$ cat config.mk
export PLATFORM = sky130hd
export DESIGN_NAME = skew_trim_ctrl
export DESIGN_NICKNAME = d
export VERILOG_FILES = /design/src/rtl/skew_trim_pkg.sv /design/src/rtl/skew_trim_tick.sv /design/src/rtl/skew_trim_vote.sv /design/src/rtl/skew_trim_therm.sv /design/src/rtl/skew_trim_ctrl.sv
export SDC_FILE = /design/constraint.sdc
export NUM_CORES = 1
export LEC_CHECK = 0
export ABC_CLOCK_PERIOD_IN_PS = 2800
export BUFFER_PORTS_ARGS = -buffer_cell sky130_fd_sc_hd__buf_2
export CAP_MARGIN = 20
export CORE_UTILIZATION = 58
export DETAILED_ROUTE_END_ITERATION = 10
export GPL_TIMING_DRIVEN = 0
export PLACE_DENSITY = 0.83
export SLEW_MARGIN = 30
export SYNTH_ARGS = -nofsm -noshare
export SYNTH_HDL_FRONTEND = slang
export SYNTH_SLANG_ARGS = --single-unit
$ cat constraint.sdc
create_clock -name clk_ref -period 2.8 [get_ports clk_ref]
set_input_delay 0.42 -clock clk_ref [delete_from_list [all_inputs] [get_ports clk_ref]]
set_output_delay 0.42 -clock clk_ref [all_outputs]
set_load 0.03 [all_outputs]
$ cat src/rtl/skew_trim_pkg.sv
package skew_trim_pkg;

  // Direction of one trim correction leaving the vote filter.
  typedef enum logic [1:0] {
    STEP_NONE   = 2'b00,
    STEP_FASTER = 2'b01,
    STEP_SLOWER = 2'b10
  } step_e;

endpackage

$ cat src/rtl/skew_trim_tick.sv
module skew_trim_tick #(
  parameter int unsigned PERIOD = 16
) (
  input  logic clk,
  input  logic rst_n,
  output logic tick_o
);

  localparam int unsigned CW = (PERIOD > 2) ? $clog2(PERIOD) : 1;
  localparam logic [CW-1:0] LAST = CW'(PERIOD - 1);

  logic [CW-1:0] cnt_q;
  logic [CW-1:0] cnt_d;

  always_comb begin
    if (cnt_q == LAST) cnt_d = '0;
    else               cnt_d = cnt_q + 1'b1;
  end

  always_ff @(posedge clk or negedge rst_n) begin
    if (!rst_n) cnt_q <= '0;
    else        cnt_q <= cnt_d;
  end

  assign tick_o = (cnt_q == LAST);

  // sample strobes never come back to back
  p_tick_gap_r2: assert property (@(posedge clk) disable iff (!rst_n)
    tick_o |=> !tick_o);

endmodule

$ cat src/rtl/skew_trim_vote.sv
module skew_trim_vote
  import skew_trim_pkg::*;
#(
  parameter int unsigned VOTE_LEN    = 4,
  parameter int unsigned SYNC_STAGES = 2
) (
  input  logic  clk,
  input  logic  rst_n,
  input  logic  lead_i,
  input  logic  tick_i,
  input  logic  hold_i,
  output step_e corr_o
);

  localparam int unsigned FW = $clog2(VOTE_LEN + 1);
  localparam logic [FW-1:0] FULL = FW'(VOTE_LEN);

  // synchronizer chain
  logic [SYNC_STAGES-1:0] sync_q;
  logic [SYNC_STAGES-1:0] sync_d;
  logic                   lead_s;

  assign sync_d = {sync_q[SYNC_STAGES-2:0], lead_i};
  assign lead_s = sync_q[SYNC_STAGES-1];

  always_ff @(posedge clk or negedge rst_n) begin
    if (!rst_n) sync_q <= '0;
    else        sync_q <= sync_d;
  end

  // sample history and vote
  logic [VOTE_LEN-1:0] hist_q, hist_d, window;
  logic [FW-1:0]       fill_q, fill_d, fill_inc;
  logic                hist_en;
  logic                unanimous;
  step_e               corr_q, corr_d;

  assign window    = {hist_q[VOTE_LEN-2:0], lead_s};
  assign fill_inc  = (fill_q == FULL) ? fill_q : fill_q + 1'b1;
  assign unanimous = (window == '0) || (&window);

  always_comb begin
    hist_en = 1'b0;
    hist_d  = hist_q;
    fill_d  = fill_q;
    corr_d  = STEP_NONE;
    if (hold_i) begin
      hist_en = 1'b1;
      hist_d  = '0;
      fill_d  = '0;
    end else if (tick_i) begin
      hist_en = 1'b1;
      if ((fill_inc == FULL) && unanimous) begin
        corr_d = window[0] ? STEP_SLOWER : STEP_FASTER;
        hist_d = '0;
        fill_d = '0;
      end else begin
        hist_d = window;
        fill_d = fill_inc;
      end
    end
  end

  always_ff @(posedge clk or negedge rst_n) begin
    if (!rst_n) begin
      hist_q <= '0;
      fill_q <= '0;
    end else if (hist_en) begin
      hist_q <= hist_d;
      fill_q <= fill_d;
    end
  end

  always_ff @(posedge clk or negedge rst_n) begin
    if (!rst_n) corr_q <= STEP_NONE;
    else        corr_q <= corr_d;
  end

  assign corr_o = corr_q;

  // the history count never exceeds the vote length
  p_fill_bound_r3: assert property (@(posedge clk) disable iff (!rst_n)
    fill_q <= FULL);
  // manual mode blocks every correction
  p_hold_blocks_r8: assert property (@(posedge clk) disable iff (!rst_n)
    hold_i |=> (corr_q == STEP_NONE));
  // a correction only follows a sample strobe
  p_corr_on_tick_r2: assert property (@(posedge clk) disable iff (!rst_n)
    (corr_q != STEP_NONE) |-> $past(tick_i));
  // corrections are never issued on consecutive cycles
  p_corr_single_r4: assert property (@(posedge clk) disable iff (!rst_n)
    (corr_q != STEP_NONE) |=> (corr_q == STEP_NONE));

endmodule

$ cat src/rtl/skew_trim_therm.sv
module skew_trim_therm
  import skew_trim_pkg::*;
#(
  parameter int unsigned CODE_W = 20
) (
  input  logic              clk,
  input  logic              rst_n,
  input  step_e             corr_i,
  input  logic              wr_i,
  input  logic [CODE_W-1:0] wdata_i,
  input  logic              rd_i,
  output logic [CODE_W-1:0] code_o,
  output logic [CODE_W-1:0] rdata_o,
  output logic              sat_o
);

  localparam int unsigned       MID_ONES = CODE_W / 2;
  localparam logic [CODE_W-1:0] ALL_ONES = '1;
  localparam logic [CODE_W-1:0] MID_CODE = ~(ALL_ONES >> MID_ONES);

  logic [CODE_W-1:0] code_q, code_d;
  logic [CODE_W-1:0] rdata_q;
  logic              code_en;
  logic              sat_q, sat_d;
  logic              at_top, at_bot;

  assign at_top = &code_q;
  assign at_bot = ~|code_q;

  always_comb begin
    code_en = 1'b0;
    code_d  = code_q;
    sat_d   = 1'b0;
    if (wr_i) begin
      code_en = 1'b1;
      code_d  = wdata_i;
    end else begin
      case (corr_i)
        STEP_SLOWER: begin
          if (at_bot) sat_d = 1'b1;
          else begin
            code_en = 1'b1;
            code_d  = {code_q[CODE_W-2:0], 1'b0};
          end
        end
        STEP_FASTER: begin
          if (at_top) sat_d = 1'b1;
          else begin
            code_en = 1'b1;
            code_d  = {1'b1, code_q[CODE_W-1:1]};
          end
        end
        default: ;
      endcase
    end
  end

  always_ff @(posedge clk or negedge rst_n) begin
    if (!rst_n)       code_q <= MID_CODE;
    else if (code_en) code_q <= code_d;
  end

  always_ff @(posedge clk or negedge rst_n) begin
    if (!rst_n)    rdata_q <= '0;
    else if (rd_i) rdata_q <= code_q;
  end

  always_ff @(posedge clk or negedge rst_n) begin
    if (!rst_n) sat_q <= 1'b0;
    else        sat_q <= sat_d;
  end

  assign code_o  = code_q;
  assign rdata_o = rdata_q;
  assign sat_o   = sat_q;

  // saturation is only reported with the word at an end of range
  p_sat_rail_r6: assert property (@(posedge clk) disable iff (!rst_n)
    sat_q |-> (at_top || at_bot));
  // with no write and no correction the word holds
  p_quiet_hold_r7: assert property (@(posedge clk) disable iff (!rst_n)
    (!wr_i && corr_i == STEP_NONE) |=> $stable(code_q));
  // a write lands regardless of a coincident correction
  p_write_wins_r9: assert property (@(posedge clk) disable iff (!rst_n)
    wr_i |=> (code_q == $past(wdata_i)));
  // an automatic step moves the set-bit count by at most one
  p_step_one_r5: assert property (@(posedge clk) disable iff (!rst_n)
    (!wr_i && corr_i != STEP_NONE) |=>
      (($countones(code_q) <= $countones($past(code_q)) + 1) &&
       ($countones(code_q) + 1 >= $countones($past(code_q)))));

endmodule

$ cat src/rtl/skew_trim_ctrl.sv
module skew_trim_ctrl
  import skew_trim_pkg::*;
#(
  parameter int unsigned CODE_W      = 20,
  parameter int unsigned PERIOD      = 16,
  parameter int unsigned VOTE_LEN    = 4,
  parameter int unsigned SYNC_STAGES = 2
) (
  input  logic              clk_ref,
  input  logic              rst_n,
  input  logic              fb_leads,
  input  logic              cfg_manual,
  input  logic              cfg_wr,
  input  logic [CODE_W-1:0] cfg_wdata,
  input  logic              cfg_rd,
  output logic [CODE_W-1:0] cfg_rdata,
  output logic [CODE_W-1:0] trim_code,
  output logic              trim_sat
);

  logic  tick;
  step_e corr;

  skew_trim_tick #(.PERIOD(PERIOD)) u_tick (
    .clk    (clk_ref),
    .rst_n  (rst_n),
    .tick_o (tick)
  );

  skew_trim_vote #(.VOTE_LEN(VOTE_LEN), .SYNC_STAGES(SYNC_STAGES)) u_vote (
    .clk    (clk_ref),
    .rst_n  (rst_n),
    .lead_i (fb_leads),
    .tick_i (tick),
    .hold_i (cfg_manual),
    .corr_o (corr)
  );

  skew_trim_therm #(.CODE_W(CODE_W)) u_therm (
    .clk     (clk_ref),
    .rst_n   (rst_n),
    .corr_i  (corr),
    .wr_i    (cfg_wr),
    .wdata_i (cfg_wdata),
    .rd_i    (cfg_rd),
    .code_o  (trim_code),
    .rdata_o (cfg_rdata),
    .sat_o   (trim_sat)
  );

  // nothing but a write moves the word while manual mode is held
  p_manual_freeze_r8: assert property (@(posedge clk_ref) disable iff (!rst_n)
    (cfg_manual && $past(cfg_manual) && !cfg_wr) |=> $stable(trim_code));

endmodule

==> results of run 1 <==
==> report_power, final <==
part | leakage, nW | internal, W | switching (W)
Clock | 0.0515 | 0.000226 | 0.000251
Combinational | 0.753 | 0.000191 | 0.000329
Sequential | 0.673 | 0.000904 | 0.000109
Total | 1.48 | 0.00132 | 0.000688
==> metrics by stage <==
step	power, W	setup WS [ns]
2_1_floorplan	0.001363	0.9877
3_3_place_gp	0.001530	0.8386
3_5_place_dp	0.001548	0.8449
4_1_cts	0.002016	0.8337
5_1_grt	0.002095	0.6873
6_report	0.002009	0.8220
==> synth_stat cells (2+ instances only) <==
cell type	number
sky130_fd_sc_hd__nand4_1	7
sky130_fd_sc_hd__clkbuf_1	7
sky130_fd_sc_hd__o211ai_1	10
sky130_fd_sc_hd__buf_2	3
sky130_fd_sc_hd__nand2_1	16
sky130_fd_sc_hd__nand3b_1	4
sky130_fd_sc_hd__inv_1	6
sky130_fd_sc_hd__o21ai_0	13
sky130_fd_sc_hd__buf_1	3
sky130_fd_sc_hd__nor4_1	6
sky130_fd_sc_hd__dfstp_2	10
sky130_fd_sc_hd__mux2_2	20
sky130_fd_sc_hd__nor3b_1	3
sky130_fd_sc_hd__and3_1	2
sky130_fd_sc_hd__mux2i_1	18
sky130_fd_sc_hd__ha_1	5
sky130_fd_sc_hd__a21oi_1	15
sky130_fd_sc_hd__nor2_1	18
sky130_fd_sc_hd__nand3_1	14
sky130_fd_sc_hd__dfrtp_1	45
sky130_fd_sc_hd__mux2_4	8
==> flip-flops by register name (all words and copies together), names as in the netlist <==
| register | count |
|---|---|
| u_therm.code_o | 20 |
| u_therm.rdata_o | 20 |
| u_therm.sat_o | 1 |
| u_tick.cnt_q | 4 |
| u_vote.corr_o | 2 |
| u_vote.fill_q | 3 |
| u_vote.hist_q | 3 |
| u_vote.sync_q | 2 |
==> routing by layer <==
| metal | vias to the layer above | global-route usage | share of wire | wire (um) |
|---|---|---|---|---|
| met1 | 1136 | 0.3681 | 0.46 | 2911 |
| met2 | 87 | 0.4099 | 0.48 | 3052 |
| met3 | 12 | 0.04923 | 0.053 | 339 |
| met5 | - | 0 | 0 | 0 |
| met4 | 0 | 0.06536 | 0.012 | 76 |
| li1 | 1090 | - | - | - |
==> worst paths after layout <==
| check | start | end | slack (ns) | depth (start not counted) |
|---|---|---|---|---|
| worst max-delay path | u_vote.corr_o[0] | u_therm.code_o[6] | 0.82 | 6 |
| worst min-delay path | rst_n | u_therm.rdata_o[9] | 0.14 | 1 |
| worst max register to register | u_vote.corr_o[0] | u_therm.code_o[6] | 0.82 | 6 |
| worst min register to register | u_vote.sync_q[0] | u_vote.sync_q[1] | 0.35 | 0 |
| max in group asynchronous | rst_n | u_vote.fill_q[1] | 2.21 | 1 |
| min in group clk_ref | fb_leads | u_vote.sync_q[0] | 0.22 | 1 |
==> worst max-delay path: stages (launching register included) <==
cell and delay (ns):
sky130_fd_sc_hd__dfrtp_1 0.36, sky130_fd_sc_hd__inv_1 0.05, sky130_fd_sc_hd__ha_1 0.30, sky130_fd_sc_hd__o21bai_1 0.22, sky130_fd_sc_hd__and2_1 0.22, sky130_fd_sc_hd__a21oi_4 0.39
sky130_fd_sc_hd__mux2_4 0.34
==> cells by family after synthesis <==
kind of cell    after synthesis
simple gates                 80
flops                        55
compound gates               49
mux                          46
buf+inv                      19
fa+ha+maj                     5
xor+xnor                      2
==> area by class of cell <==
| class | instances | area, um^2 | share of cell area |
|---|---|---|---|
| Buffer | 13 | 52.55 | 0.01587 |
| Timing Repair Buffer | 64 | 322.8 | 0.09751 |
| Tap cell | 54 | 67.56 | 0.02041 |
| Inverter | 6 | 22.52 | 0.006803 |
| Multi-Input combinational cell | 182 | 1356 | 0.4097 |
| Sequential cell | 55 | 1389 | 0.4195 |
| Clock buffer | 8 | 100.1 | 0.03023 |
==> metrics.txt, run 1 <==
# TYPE chip_impl_metric gauge
chip_impl_metric{name="dieArea",unit="mm^2"} 0.005145
chip_impl_metric{name="cts_num_sinks",unit=""} 55
chip_impl_metric{name="ys_seq_area_frac",unit=""} 0.4925
chip_impl_metric{name="path_clk_slew",unit="ns"} 0.10
chip_impl_metric{name="holdWs",unit="ns"} 0.1352
chip_impl_metric{name="globalRoute.totalOverflow",unit=""} 0
chip_impl_metric{name="synth_compound_gate_area_share",unit=""} 0.1131
chip_impl_metric{name="max_clock_freq",unit="GHz"} 0.5056
chip_impl_metric{name="tritoncts.num_buffers",unit=""} 5
chip_impl_metric{name="cts_post_setup_buffers_inserted",unit=""} 0
chip_impl_metric{name="post-route-cell-area",unit="mm^2"} 0.003311
chip_impl_metric{name="placementRows",unit=""} 25
chip_impl_info{name="postSynth.topFlopCell",value="sky130_fd_sc_hd__dfrtp_1"} 1
chip_impl_metric{name="cell_count_after_synthesis",unit=""} 256
chip_impl_metric{name="synth_adder_area_share",unit=""} 0.02218
chip_impl_metric{name="synth-simple-area-share",unit=""} 0.1531
chip_impl_metric{name="post-dp-hpwl",unit="um"} 4467
chip_impl_info{name="rsz0062_at_grt",value="no"} 1
chip_impl_info{name="holdCritPathClass",value="primary input to async pin"} 1
chip_impl_metric{name="synth_area",unit="mm^2"} 0.002820
chip_impl_metric{name="synthesis.yosys.warnings",unit=""} 0
chip_impl_metric{name="power.density",unit="mW/mm^2"} 606.9
chip_impl_metric{name="first_iter_violations",unit=""} 182
chip_impl_metric{name="worstMarginPinSlew",unit="ns"} 0.6676
chip_impl_metric{name="synth-edff-count",unit=""} 0
chip_impl_metric{name="hold_buffers",unit=""} 0
chip_impl_metric{name="gr-usage-all-layers",unit=""} 0.2582
chip_impl_metric{name="drt_pre_antenna_iters",unit=""} 4
chip_impl_metric{name="wire_length_of_the_first_global_routing_pass",unit="um"} 10270
chip_impl_metric{name="cells_after_dpl",unit=""} 374
chip_impl_info{name="synth_area_leaders",value="sky130_fd_sc_hd__dfrtp_1 40%, sky130_fd_sc_hd__dfstp_2 9.3%, sky130_fd_sc_hd__mux2_2 8.0%, sky130_fd_sc_hd__mux2i_1 6.4%, sky130_fd_sc_hd__mux2_4 4.3%"} 1
chip_impl_metric{name="cp.required",unit="ns"} 3.01
chip_impl_metric{name="finalCriticalPeriod",unit="ns"} 1.978
chip_impl_metric{name="numPortBuffers",unit=""} 64
chip_impl_metric{name="finalNetCount",unit=""} 358
chip_impl_metric{name="grt_start_max_net_pins",unit=""} 56
chip_impl_metric{name="count_of_final_hold_check_violations",unit=""} 0
chip_impl_info{name="criticalPathCategory",value="register to register"} 1
chip_impl_metric{name="vias",unit=""} 2325
chip_impl_metric{name="grt_antenna_before_repair",unit=""} 0
chip_impl_metric{name="synthesis.nets",unit=""} 287
chip_impl_metric{name="timing.max_cap.violations",unit=""} 0
chip_impl_metric{name="fin_util",unit=""} 0.7056
chip_impl_metric{name="critical_path_peak_fanout",unit=""} 10
chip_impl_info{name="synth_top_cell_by_area",value="sky130_fd_sc_hd__dfrtp_1"} 1
chip_impl_metric{name="critPathArrivalTime",unit="ns"} 2.19
chip_impl_metric{name="peakVddDrop",unit="mV"} 0.3372
chip_impl_metric{name="cts_htree_levels",unit=""} 2
chip_impl_metric{name="xor_xnor_fraction_of_synth_area",unit=""} 0.006211
chip_impl_metric{name="synthMuxAreaShare",unit=""} 0.1863
chip_impl_info{name="critPathLaunchType",value="register"} 1
chip_impl_metric{name="timing.slew.headroom",unit=""} 0.5549
chip_impl_metric{name="finalSetupViolations",unit=""} 0
chip_impl_metric{name="n_antenna_cell",unit=""} 0
chip_impl_metric{name="post_dp_cell_area",unit="mm^2"} 0.003211
chip_impl_metric{name="areaGrowthSynthToFinish",unit="%"} 17.39
chip_impl_info{name="cts_tree",value="yes"} 1
chip_impl_info{name="run_status",value="completed"} 1
chip_impl_metric{name="drive_gt1_frac",unit=""} 0.3537
chip_impl_metric{name="ys_seq_elements",unit=""} 55
chip_impl_metric{name="ant_nets",unit=""} 0
chip_impl_metric{name="postCtsResizedCells",unit=""} 0
chip_impl_metric{name="final_min_period_over_clock_period",unit=""} 0.7064
chip_impl_metric{name="routedWlPerCell",unit="um"} 16.70
chip_impl_info{name="layout.cells.most_common",value="sky130_fd_sc_hd__buf_2"} 1
chip_impl_metric{name="die_y",unit="um"} 71.73
chip_impl_metric{name="floorplan.initialDensity",unit=""} 0.6011
chip_impl_metric{name="power_leakage",unit="nW"} 1.478
chip_impl_metric{name="post-synth-top-area-fraction",unit=""} 0.3993
chip_impl_metric{name="fillers",unit=""} 372
chip_impl_metric{name="die_w",unit="um"} 71.73
chip_impl_info{name="largest_family_of_logic_cells_by_synthesized_area",value="multiplexers"} 1
chip_impl_info{name="cp-end-kind",value="register"} 1
chip_impl_metric{name="syn-mean-instance-area",unit="um^2"} 11.02
chip_impl_metric{name="clock_skew",unit="ns"} 0.01258
chip_impl_metric{name="drc_violations_left",unit=""} 0
chip_impl_metric{name="clock_latency",unit="ns"} 0.31
chip_impl_metric{name="count_of_final_max_slew_check_failures",unit=""} 0
chip_impl_metric{name="async_reset_ff_frac",unit=""} 1.000
chip_impl_metric{name="clk_path_buf_depth",unit=""} 2
chip_impl_metric{name="route.detailed.vias_per_inst",unit=""} 6.086
chip_impl_metric{name="synth_cell_type_count",unit=""} 44
chip_impl_metric{name="setup_total_negative_slack",unit="ns"} 0
chip_impl_info{name="ctsRootBufferMaster",value="sky130_fd_sc_hd__clkbuf_8"} 1
chip_impl_metric{name="grt_pass1_vias",unit=""} 2148
chip_impl_metric{name="core_area",unit="mm^2"} 0.004692
chip_impl_metric{name="design.portCount",unit=""} 67
chip_impl_metric{name="instances_no_fill",unit=""} 382
chip_impl_metric{name="postRouteWirelength",unit="um"} 6379
chip_impl_metric{name="globalplace.congestion",unit=""} 0.9713
chip_impl_info{name="final_cell_mix",value="66 x sky130_fd_sc_hd__buf_2, 45 x sky130_fd_sc_hd__dfrtp_1, 20 x sky130_fd_sc_hd__mux2_2"} 1
Power figures use the tool's default switching activity.
==> inputs of run 2 (changes only) <==
--- a/config.mk
+++ b/config.mk
@@ -5,13 +5,13 @@
 export SDC_FILE = /design/constraint.sdc
 export NUM_CORES = 1
 export LEC_CHECK = 0
-export ABC_CLOCK_PERIOD_IN_PS = 2800
+export ABC_CLOCK_PERIOD_IN_PS = 1700
 export BUFFER_PORTS_ARGS = -buffer_cell sky130_fd_sc_hd__buf_2
 export CAP_MARGIN = 20
-export CORE_UTILIZATION = 58
+export CORE_UTILIZATION = 48
 export DETAILED_ROUTE_END_ITERATION = 10
 export GPL_TIMING_DRIVEN = 0
-export PLACE_DENSITY = 0.83
+export PLACE_DENSITY = 0.73
 export SLEW_MARGIN = 30
 export SYNTH_ARGS = -nofsm -noshare
 export SYNTH_HDL_FRONTEND = slang
==> constraint.sdc (replaced) <==
create_clock -name clk_ref -period 1.7 [get_ports clk_ref]
set_input_delay 0.255 -clock clk_ref [delete_from_list [all_inputs] [get_ports clk_ref]]
set_output_delay 0.255 -clock clk_ref [all_outputs]
set_load 0.03 [all_outputs]
==> run 2 against run 1 <==
  * The flow now finishes with violations (negative hold slack, negative setup slack)
  * Routed wire length rose by 7.5%
  * Critical path depth grew 2
  * Final area up 7.4%
  * Critical path type unchanged
  * Setup slack worse by 0.92 ns
  * Power increased by 62%
  * Non-clock buffer count rose by 12
  * Via count rose by 3.1%
  * Clock power rose by 42%
  * Sequential cell count unchanged
==> metrics.txt, run 2 (synthesis results as in run 1) <==
# TYPE chip_impl_metric gauge
chip_impl_info{name="cp_cell_sequence",value="buf_4 > ha_4 > buf_4 > o21bai_4 > and2_4 > a21oi_4 > buf_12 > mux2_4"} 1
chip_impl_metric{name="cells_after_dpl",unit=""} 392
chip_impl_metric{name="placementRows",unit=""} 27
chip_impl_metric{name="n_antenna_cell",unit=""} 0
chip_impl_metric{name="cts_htree_levels",unit=""} 2
chip_impl_metric{name="vias",unit=""} 2397
chip_impl_metric{name="gr-usage-all-layers",unit=""} 0.2317
chip_impl_metric{name="clk_path_buf_depth",unit=""} 2
chip_impl_metric{name="wire_length_of_the_first_global_routing_pass",unit="um"} 10910
chip_impl_info{name="criticalPathCategory",value="register to register"} 1
chip_impl_metric{name="power_leakage",unit="nW"} 1.585
chip_impl_metric{name="timing.max_cap.violations",unit=""} 0
chip_impl_metric{name="routing_usage_on_met3",unit=""} 0.04884
chip_impl_metric{name="drc_violations_left",unit=""} 0
chip_impl_metric{name="areaGrowthSynthToFinish",unit="%"} 26.09
chip_impl_info{name="timing.critical_path.max_delay_family",value="buffers and inverters"} 1
chip_impl_metric{name="ant_nets",unit=""} 0
chip_impl_metric{name="finalSetupViolations",unit=""} 10
chip_impl_metric{name="instances_no_fill",unit=""} 411
chip_impl_metric{name="drt_pre_antenna_iters",unit=""} 4
chip_impl_info{name="layout.cells.most_common",value="sky130_fd_sc_hd__buf_2"} 1
chip_impl_info{name="cts_tree",value="yes"} 1
chip_impl_info{name="top_usage_layer",value="met2"} 1
chip_impl_metric{name="cts_num_sinks",unit=""} 55
chip_impl_metric{name="path_clk_slew",unit="ns"} 0.09
chip_impl_metric{name="critical_path.n_buffers_inverters",unit=""} 3
chip_impl_metric{name="holdWs",unit="ns"} -0.02953
chip_impl_metric{name="pre_cts_ws",unit="ns"} -0.2775
chip_impl_metric{name="clock_skew",unit="ns"} 0.009715
chip_impl_metric{name="peakVddDrop",unit="mV"} 0.5269
chip_impl_info{name="rsz0062_at_grt",value="yes"} 1
chip_impl_metric{name="timing.slew.headroom",unit=""} 0.4933
chip_impl_metric{name="groute.layer.met2.usage",unit=""} 0.3991
chip_impl_metric{name="grt_pass1_vias",unit=""} 2225
chip_impl_info{name="crit_slowest_cell",value="sky130_fd_sc_hd__dfrtp_1"} 1
chip_impl_metric{name="count_of_final_hold_check_violations",unit=""} 45
chip_impl_metric{name="critPathArrivalTime",unit="ns"} 1.99
chip_impl_metric{name="postLayoutSetupSlackWorst",unit="ns"} -0.09627
chip_impl_info{name="final_cell_mix",value="65 x sky130_fd_sc_hd__buf_2, 43 x sky130_fd_sc_hd__dfrtp_1, 20 x sky130_fd_sc_hd__mux2_2"} 1
chip_impl_info{name="holdCritPathClass",value="primary input to async pin"} 1
chip_impl_metric{name="floorplan.initialDensity",unit=""} 0.5059
chip_impl_metric{name="cp.required",unit="ns"} 1.89
chip_impl_metric{name="finalNetCount",unit=""} 370
chip_impl_metric{name="die_w",unit="um"} 78.65
chip_impl_metric{name="numPortBuffers",unit=""} 64
chip_impl_metric{name="fillers",unit=""} 459
chip_impl_metric{name="max_clock_freq",unit="GHz"} 0.5567
chip_impl_metric{name="routedWlPerCell",unit="um"} 16.69
chip_impl_metric{name="core_area",unit="mm^2"} 0.005574
chip_impl_metric{name="dieArea",unit="mm^2"} 0.006186
chip_impl_info{name="cp-end-kind",value="register"} 1
chip_impl_info{name="ctsRootBufferMaster",value="sky130_fd_sc_hd__clkbuf_8"} 1
chip_impl_metric{name="count_of_final_max_slew_check_failures",unit=""} 0
chip_impl_metric{name="first_iter_violations",unit=""} 193
chip_impl_metric{name="die_y",unit="um"} 78.65
chip_impl_metric{name="grt_start_max_net_pins",unit=""} 56
chip_impl_info{name="timing.critical_path.mode_cell",value="sky130_fd_sc_hd__buf_4"} 1
chip_impl_metric{name="design.portCount",unit=""} 67
chip_impl_metric{name="power.density",unit="mW/mm^2"} 913.0
chip_impl_metric{name="route.detailed.vias_per_inst",unit=""} 5.832
chip_impl_metric{name="critical_path_peak_fanout",unit=""} 5
chip_impl_metric{name="post-route-cell-area",unit="mm^2"} 0.003556
chip_impl_metric{name="hold_buffers",unit=""} 0
chip_impl_metric{name="globalRoute.totalOverflow",unit=""} 0
chip_impl_info{name="run_status",value="finished with violations"} 1
chip_impl_metric{name="post_dp_cell_area",unit="mm^2"} 0.003241
chip_impl_metric{name="globalplace.congestion",unit=""} 0.9006
chip_impl_metric{name="final_min_period_over_clock_period",unit=""} 1.057
chip_impl_metric{name="finalCriticalPeriod",unit="ns"} 1.796
chip_impl_metric{name="worst_path_largest_cell_delay",unit="ns"} 0.40
chip_impl_metric{name="drive_gt1_frac",unit=""} 0.4366
chip_impl_info{name="critPathLaunchType",value="register"} 1
chip_impl_metric{name="clock_latency",unit="ns"} 0.31
chip_impl_metric{name="postRouteWirelength",unit="um"} 6859
chip_impl_info{name="failed_checks",value="negative hold slack, negative setup slack"} 1
chip_impl_metric{name="grt_antenna_before_repair",unit=""} 0
chip_impl_metric{name="grt_use_met1",unit=""} 0.2853
chip_impl_metric{name="tritoncts.num_buffers",unit=""} 5
chip_impl_metric{name="worstMarginPinSlew",unit="ns"} 0.7600
chip_impl_metric{name="post-dp-hpwl",unit="um"} 4411
[run 2: worst register-to-register path, cell delays in order (launching register included)]
cell and delay [ns]:
sky130_fd_sc_hd__dfrtp_1 0.40, sky130_fd_sc_hd__buf_4 0.15, sky130_fd_sc_hd__ha_4 0.16, sky130_fd_sc_hd__buf_4 0.14, sky130_fd_sc_hd__o21bai_4 0.15, sky130_fd_sc_hd__and2_4 0.19
sky130_fd_sc_hd__a21oi_4 0.05, sky130_fd_sc_hd__buf_12 0.16, sky130_fd_sc_hd__mux2_4 0.30
[run 2: cell type report]
cell class | count | area, um^2 | share of cell area
sequential | 55 | 1391 | 0.3913
timing repair buffer | 78 | 457.9 | 0.1288
buffer | 11 | 55.05 | 0.01548
inverter | 6 | 22.52 | 0.006334
multi-input combinational | 182 | 1463 | 0.4113
tap | 72 | 90.09 | 0.02533
clock buffer | 7 | 76.32 | 0.02146
[run 2: final timing paths]
| kind | start | end | slack (ns) | cells after the start |
|---|---|---|---|---|
| worst max-delay path | u_vote.corr_o[0] | u_therm.code_o[6] | -0.1 | 8 |
| worst min-delay path | rst_n | u_therm.rdata_o[9] | -0.03 | 1 |
| worst max register to register | u_vote.corr_o[0] | u_therm.code_o[6] | -0.1 | 8 |
| worst min register to register | u_vote.sync_q[0] | u_vote.sync_q[1] | 0.36 | 0 |
| max in group asynchronous | rst_n | u_therm.code_o[6] | 1.25 | 1 |
| min in group clk_ref | fb_leads | u_vote.sync_q[0] | 0.05 | 1 |
[run 2: metal layers]
layer  vias to the layer above  wire length (um)  part of all wire
li1                       1114                 -                 -
met1                      1177              2854              0.42
met2                        91              3435              0.50
met3                        15               445             0.065
met4                         0               123             0.018
met5                         -                 0                 0
[run 2: metrics by stage]
| stage | setup TNS (ns) | total power, W | utilization |
|---|---|---|---|
| 2_1_floorplan | -0.4155 | 0.002248 | - |
| 3_3_place_gp | -3.161 | 0.002530 | 0.5809 |
| 3_5_place_dp | -3.760 | 0.002551 | 0.5814 |
| 4_1_cts | -0.3939 | 0.003248 | 0.6251 |
| 5_1_grt | -2.270 | 0.003400 | 0.6379 |
| 6_report | -0.5746 | 0.003247 | 0.6379 |
[run 2: timing repair]
item	CTS	global route
pin swaps	7	9
resized for setup	20	11
buffers inserted	8	5
cloned	1	0
setup endpoints to repair	24	26
[run 2: where the power goes]
part | internal, W | switching [W]
Sequential | 0.00149 | 0.000177
Combinational | 0.000344 | 0.000561
Clock | 0.000285 | 0.000391
Total | 0.00212 | 0.00113
==> inputs of run 3 (changes only) <==
--- a/config.mk
+++ b/config.mk
@@ -5,9 +5,10 @@
 export SDC_FILE = /design/constraint.sdc
 export NUM_CORES = 1
 export LEC_CHECK = 0
-export ABC_CLOCK_PERIOD_IN_PS = 1700
+export ABC_CLOCK_PERIOD_IN_PS = 1400
 export BUFFER_PORTS_ARGS = -buffer_cell sky130_fd_sc_hd__buf_2
 export CAP_MARGIN = 20
+export CORE_MARGIN = 4
 export CORE_UTILIZATION = 48
 export DETAILED_ROUTE_END_ITERATION = 10
 export GPL_TIMING_DRIVEN = 0
==> constraint.sdc (replaced) <==
create_clock -name clk_ref -period 1.4 [get_ports clk_ref]
set_input_delay 0.21 -clock clk_ref [delete_from_list [all_inputs] [get_ports clk_ref]]
set_output_delay 0.21 -clock clk_ref [all_outputs]
set_load 0.03 [all_outputs]
==> run 3 against run 2 <==
  * The flow finishes with violations (negative setup slack)
  * Core utilization rose by 6.3 points
  * Register-to-register slack got worse by 0.28 ns
  * Largest cell class unchanged
  * Combinational power rose by 40%
  * Sequential cell count did not move
  * Clock skew rose by 0.0038 ns
  * Die area rose by 16%
  * Largest power group unchanged
  * Setup slack got worse by 0.28 ns
  * Highest routed layer unchanged
  * Sequential share of layout area fell by 3.6 points
  * Routed wire length rose by 15%
  * Via count rose by 4.5%
==> metrics.txt, run 3 (synthesis results as in run 1) <==
# TYPE chip_impl_metric gauge
chip_impl_metric{name="core_area",unit="mm^2"} 0.005608
chip_impl_info{name="critPathLaunchType",value="register"} 1
chip_impl_info{name="rsz0062_at_grt",value="yes"} 1
chip_impl_metric{name="postLayoutSetupSlackWorst",unit="ns"} -0.3747
chip_impl_metric{name="drc_violations_left",unit=""} 0
chip_impl_metric{name="post-dp-hpwl",unit="um"} 4512
chip_impl_metric{name="finalCriticalPeriod",unit="ns"} 1.775
chip_impl_metric{name="drt_pre_antenna_iters",unit=""} 4
chip_impl_metric{name="globalplace.congestion",unit=""} 0.8984
chip_impl_metric{name="placementRows",unit=""} 27
chip_impl_metric{name="wire_length_of_the_first_global_routing_pass",unit="um"} 12410
chip_impl_metric{name="fillers",unit=""} 417
chip_impl_info{name="final_cell_mix",value="56 x sky130_fd_sc_hd__buf_2, 38 x sky130_fd_sc_hd__dfrtp_1, 20 x sky130_fd_sc_hd__mux2_2"} 1
chip_impl_info{name="crit_slowest_cell",value="sky130_fd_sc_hd__dfstp_2"} 1
chip_impl_metric{name="cells_after_dpl",unit=""} 392
chip_impl_info{name="holdCritPathClass",value="primary input to register"} 1
chip_impl_metric{name="design.portCount",unit=""} 67
chip_impl_info{name="timing.critical_path.max_delay_family",value="flip-flops"} 1
chip_impl_info{name="cts_tree",value="yes"} 1
chip_impl_info{name="startpoint_of_the_lowest_slack_hold_path",value="cfg_manual"} 1
chip_impl_metric{name="cts_num_sinks",unit=""} 55
chip_impl_metric{name="postRouteWirelength",unit="um"} 7883
chip_impl_info{name="hold_worst_path_end",value="u_vote.fill_q[2]"} 1
chip_impl_metric{name="max_clock_freq",unit="GHz"} 0.5635
chip_impl_metric{name="clk_path_buf_depth",unit=""} 2
chip_impl_metric{name="numPortBuffers",unit=""} 64
chip_impl_metric{name="critPathArrivalTime",unit="ns"} 1.98
chip_impl_metric{name="power.density",unit="mW/mm^2"} 1056
chip_impl_metric{name="areaGrowthSynthToFinish",unit="%"} 39.35
chip_impl_metric{name="globalRoute.totalOverflow",unit=""} 0
chip_impl_metric{name="finalSetupViolations",unit=""} 30
chip_impl_metric{name="drive_gt1_frac",unit=""} 0.5014
chip_impl_metric{name="route.detailed.vias_per_inst",unit=""} 5.841
chip_impl_metric{name="holdWs",unit="ns"} 0.1547
chip_impl_metric{name="n_antenna_cell",unit=""} 0
chip_impl_metric{name="regToRegSetupSlack",unit="ns"} -0.37
chip_impl_metric{name="dieArea",unit="mm^2"} 0.007166
chip_impl_metric{name="report.power.total",unit="W"} 0.004149
chip_impl_metric{name="routedWlPerCell",unit="um"} 18.38
chip_impl_metric{name="worst_path_largest_cell_delay",unit="ns"} 0.56
chip_impl_metric{name="cts_htree_levels",unit=""} 2
chip_impl_metric{name="worstMarginPinSlew",unit="ns"} 0.6841
chip_impl_info{name="rr_endpoint",value="u_therm.code_o[7]"} 1
chip_impl_metric{name="clock_latency",unit="ns"} 0.32
chip_impl_info{name="ctsRootBufferMaster",value="sky130_fd_sc_hd__clkbuf_8"} 1
chip_impl_metric{name="instances_no_fill",unit=""} 429
chip_impl_metric{name="timing.slew.headroom",unit=""} 0.5439
chip_impl_metric{name="worstHoldPathCells",unit=""} 2
chip_impl_metric{name="grt_antenna_before_repair",unit=""} 0
chip_impl_metric{name="critical_path_peak_fanout",unit=""} 5
chip_impl_metric{name="first_iter_violations",unit=""} 275
chip_impl_metric{name="count_of_final_hold_check_violations",unit=""} 0
chip_impl_metric{name="final_min_period_over_clock_period",unit=""} 1.268
chip_impl_info{name="criticalPathCategory",value="register to register"} 1
chip_impl_metric{name="die_w",unit="um"} 84.65
chip_impl_metric{name="tritoncts.num_buffers",unit=""} 5
chip_impl_info{name="layout.cells.most_common",value="sky130_fd_sc_hd__buf_2"} 1
chip_impl_metric{name="path_clk_slew",unit="ns"} 0.10
chip_impl_metric{name="grt_start_max_net_pins",unit=""} 56
chip_impl_info{name="failed_checks",value="negative setup slack"} 1
chip_impl_metric{name="clock_skew",unit="ns"} 0.01354
chip_impl_metric{name="power_leakage",unit="nW"} 1.710
chip_impl_metric{name="pre_cts_ws",unit="ns"} -0.5804
chip_impl_metric{name="cp.required",unit="ns"} 1.61
chip_impl_metric{name="timing.max_cap.violations",unit=""} 0
chip_impl_metric{name="grt_pass1_vias",unit=""} 2446
chip_impl_metric{name="finalNetCount",unit=""} 387
chip_impl_info{name="regToRegStartpoint",value="u_therm.code_o[16]"} 1
chip_impl_info{name="cp_cell_sequence",value="nand4_1 > nor4_4 > a21oi_4 > buf_12 > mux2_4"} 1
chip_impl_info{name="cp-end-kind",value="register"} 1
chip_impl_info{name="run_status",value="finished with violations"} 1
chip_impl_metric{name="critical_path.n_buffers_inverters",unit=""} 1
chip_impl_metric{name="gr-usage-all-layers",unit=""} 0.2155
chip_impl_metric{name="count_of_final_max_slew_check_failures",unit=""} 0
chip_impl_metric{name="rr_worst_depth",unit=""} 5
chip_impl_metric{name="ant_nets",unit=""} 0
chip_impl_metric{name="vias",unit=""} 2506
chip_impl_metric{name="setup_total_negative_slack",unit="ns"} -7.170
chip_impl_metric{name="die_y",unit="um"} 84.65
chip_impl_metric{name="peakVddDrop",unit="mV"} 0.6339
chip_impl_metric{name="floorplan.initialDensity",unit=""} 0.5029
[run 3: changes by cell type in the layout (fill, tap and decap cells not counted), moves of 2 or more]
cell / previous run / this run
sky130_fd_sc_hd__buf_6: 1 / 18
sky130_fd_sc_hd__buf_2: 65 / 56
sky130_fd_sc_hd__dfrtp_1: 43 / 38
sky130_fd_sc_hd__dfrtp_2: 2 / 7
sky130_fd_sc_hd__nor4_1: 5 / 1
sky130_fd_sc_hd__nor4_2: 1 / 4
sky130_fd_sc_hd__buf_12: 1 / 3
sky130_fd_sc_hd__buf_4: 14 / 16
sky130_fd_sc_hd__dlygate4sd3_1: 0 / 2
sky130_fd_sc_hd__nand2_8: 0 / 2
[run 3: worst max path at each step]
| stage | slack, ns | startpoint | depth (start not counted) | endpoint |
|---|---|---|---|---|
| 6_report | -0.37 | u_therm.code_o[16] | 5 | u_therm.code_o[7] |
| 5_1_grt | -0.43 | u_therm.code_o[8] | 5 | u_therm.code_o[6] |
| 4_1_cts | -0.37 | u_vote.corr_o[1] | 6 | u_therm.code_o[7] |
| 3_5_place_dp | -0.58 | u_vote.corr_o[0] | 6 | u_therm.code_o[7] |
| 3_3_place_gp | -0.54 | u_vote.corr_o[0] | 6 | u_therm.code_o[6] |
| 2_1_floorplan | -0.37 | u_therm.code_o[14] | 4 | u_therm.code_o[6] |
[run 3: final cells by class]
class                      instances  area [um^2]  area share
multi-input combinational        183         1569      0.3992
sequential                        55         1398      0.3556
timing repair buffer              94        699.4      0.1780
tap                               72        90.09     0.02292
clock buffer                       7        76.32     0.01942
buffer                            11        70.07     0.01783
inverter                           6        22.52    0.005731
clock inverter                     1        5.005    0.001273
[run 3: per-layer routing]
metal / vias to the layer above / track usage / part of all wire
met5: - / 0 / 0
met4: 0 / 0.07194 / 0.022
met3: 18 / 0.04907 / 0.062
met2: 83 / 0.3722 / 0.53
met1: 1259 / 0.2653 / 0.39
li1: 1146 / - / -
[run 3: metrics by stage]
step                  util  cell area, um^2
floorplan                -             2838
finish              0.7008             3930
CTS                 0.6745             3782
global route        0.7008             3930
detailed placement  0.5797             3251
global placement    0.5792             3248
[run 3: where the power goes]
group	switching, W	leakage, nW	total [W]	internal (W)
combinational	0.000760	1.00	0.00127	0.000508
clock	0.000517	0.0422	0.000870	0.000353
sequential	0.000200	0.665	0.00201	0.00181
total	0.00148	1.71	0.00415	0.00267
[run 3: what timing repair did]
| action | in CTS | in global routing |
|---|---|---|
| pin swaps | 16 | 13 |
| endpoints found under the setup margin | 27 | 36 |
| cloned | 2 | 1 |
| endpoints found under the hold margin | 46 | 0 |
| gates resized for setup | 52 | 32 |
| setup buffers | 21 | 6 |
| hold buffers | 2 | 0 |
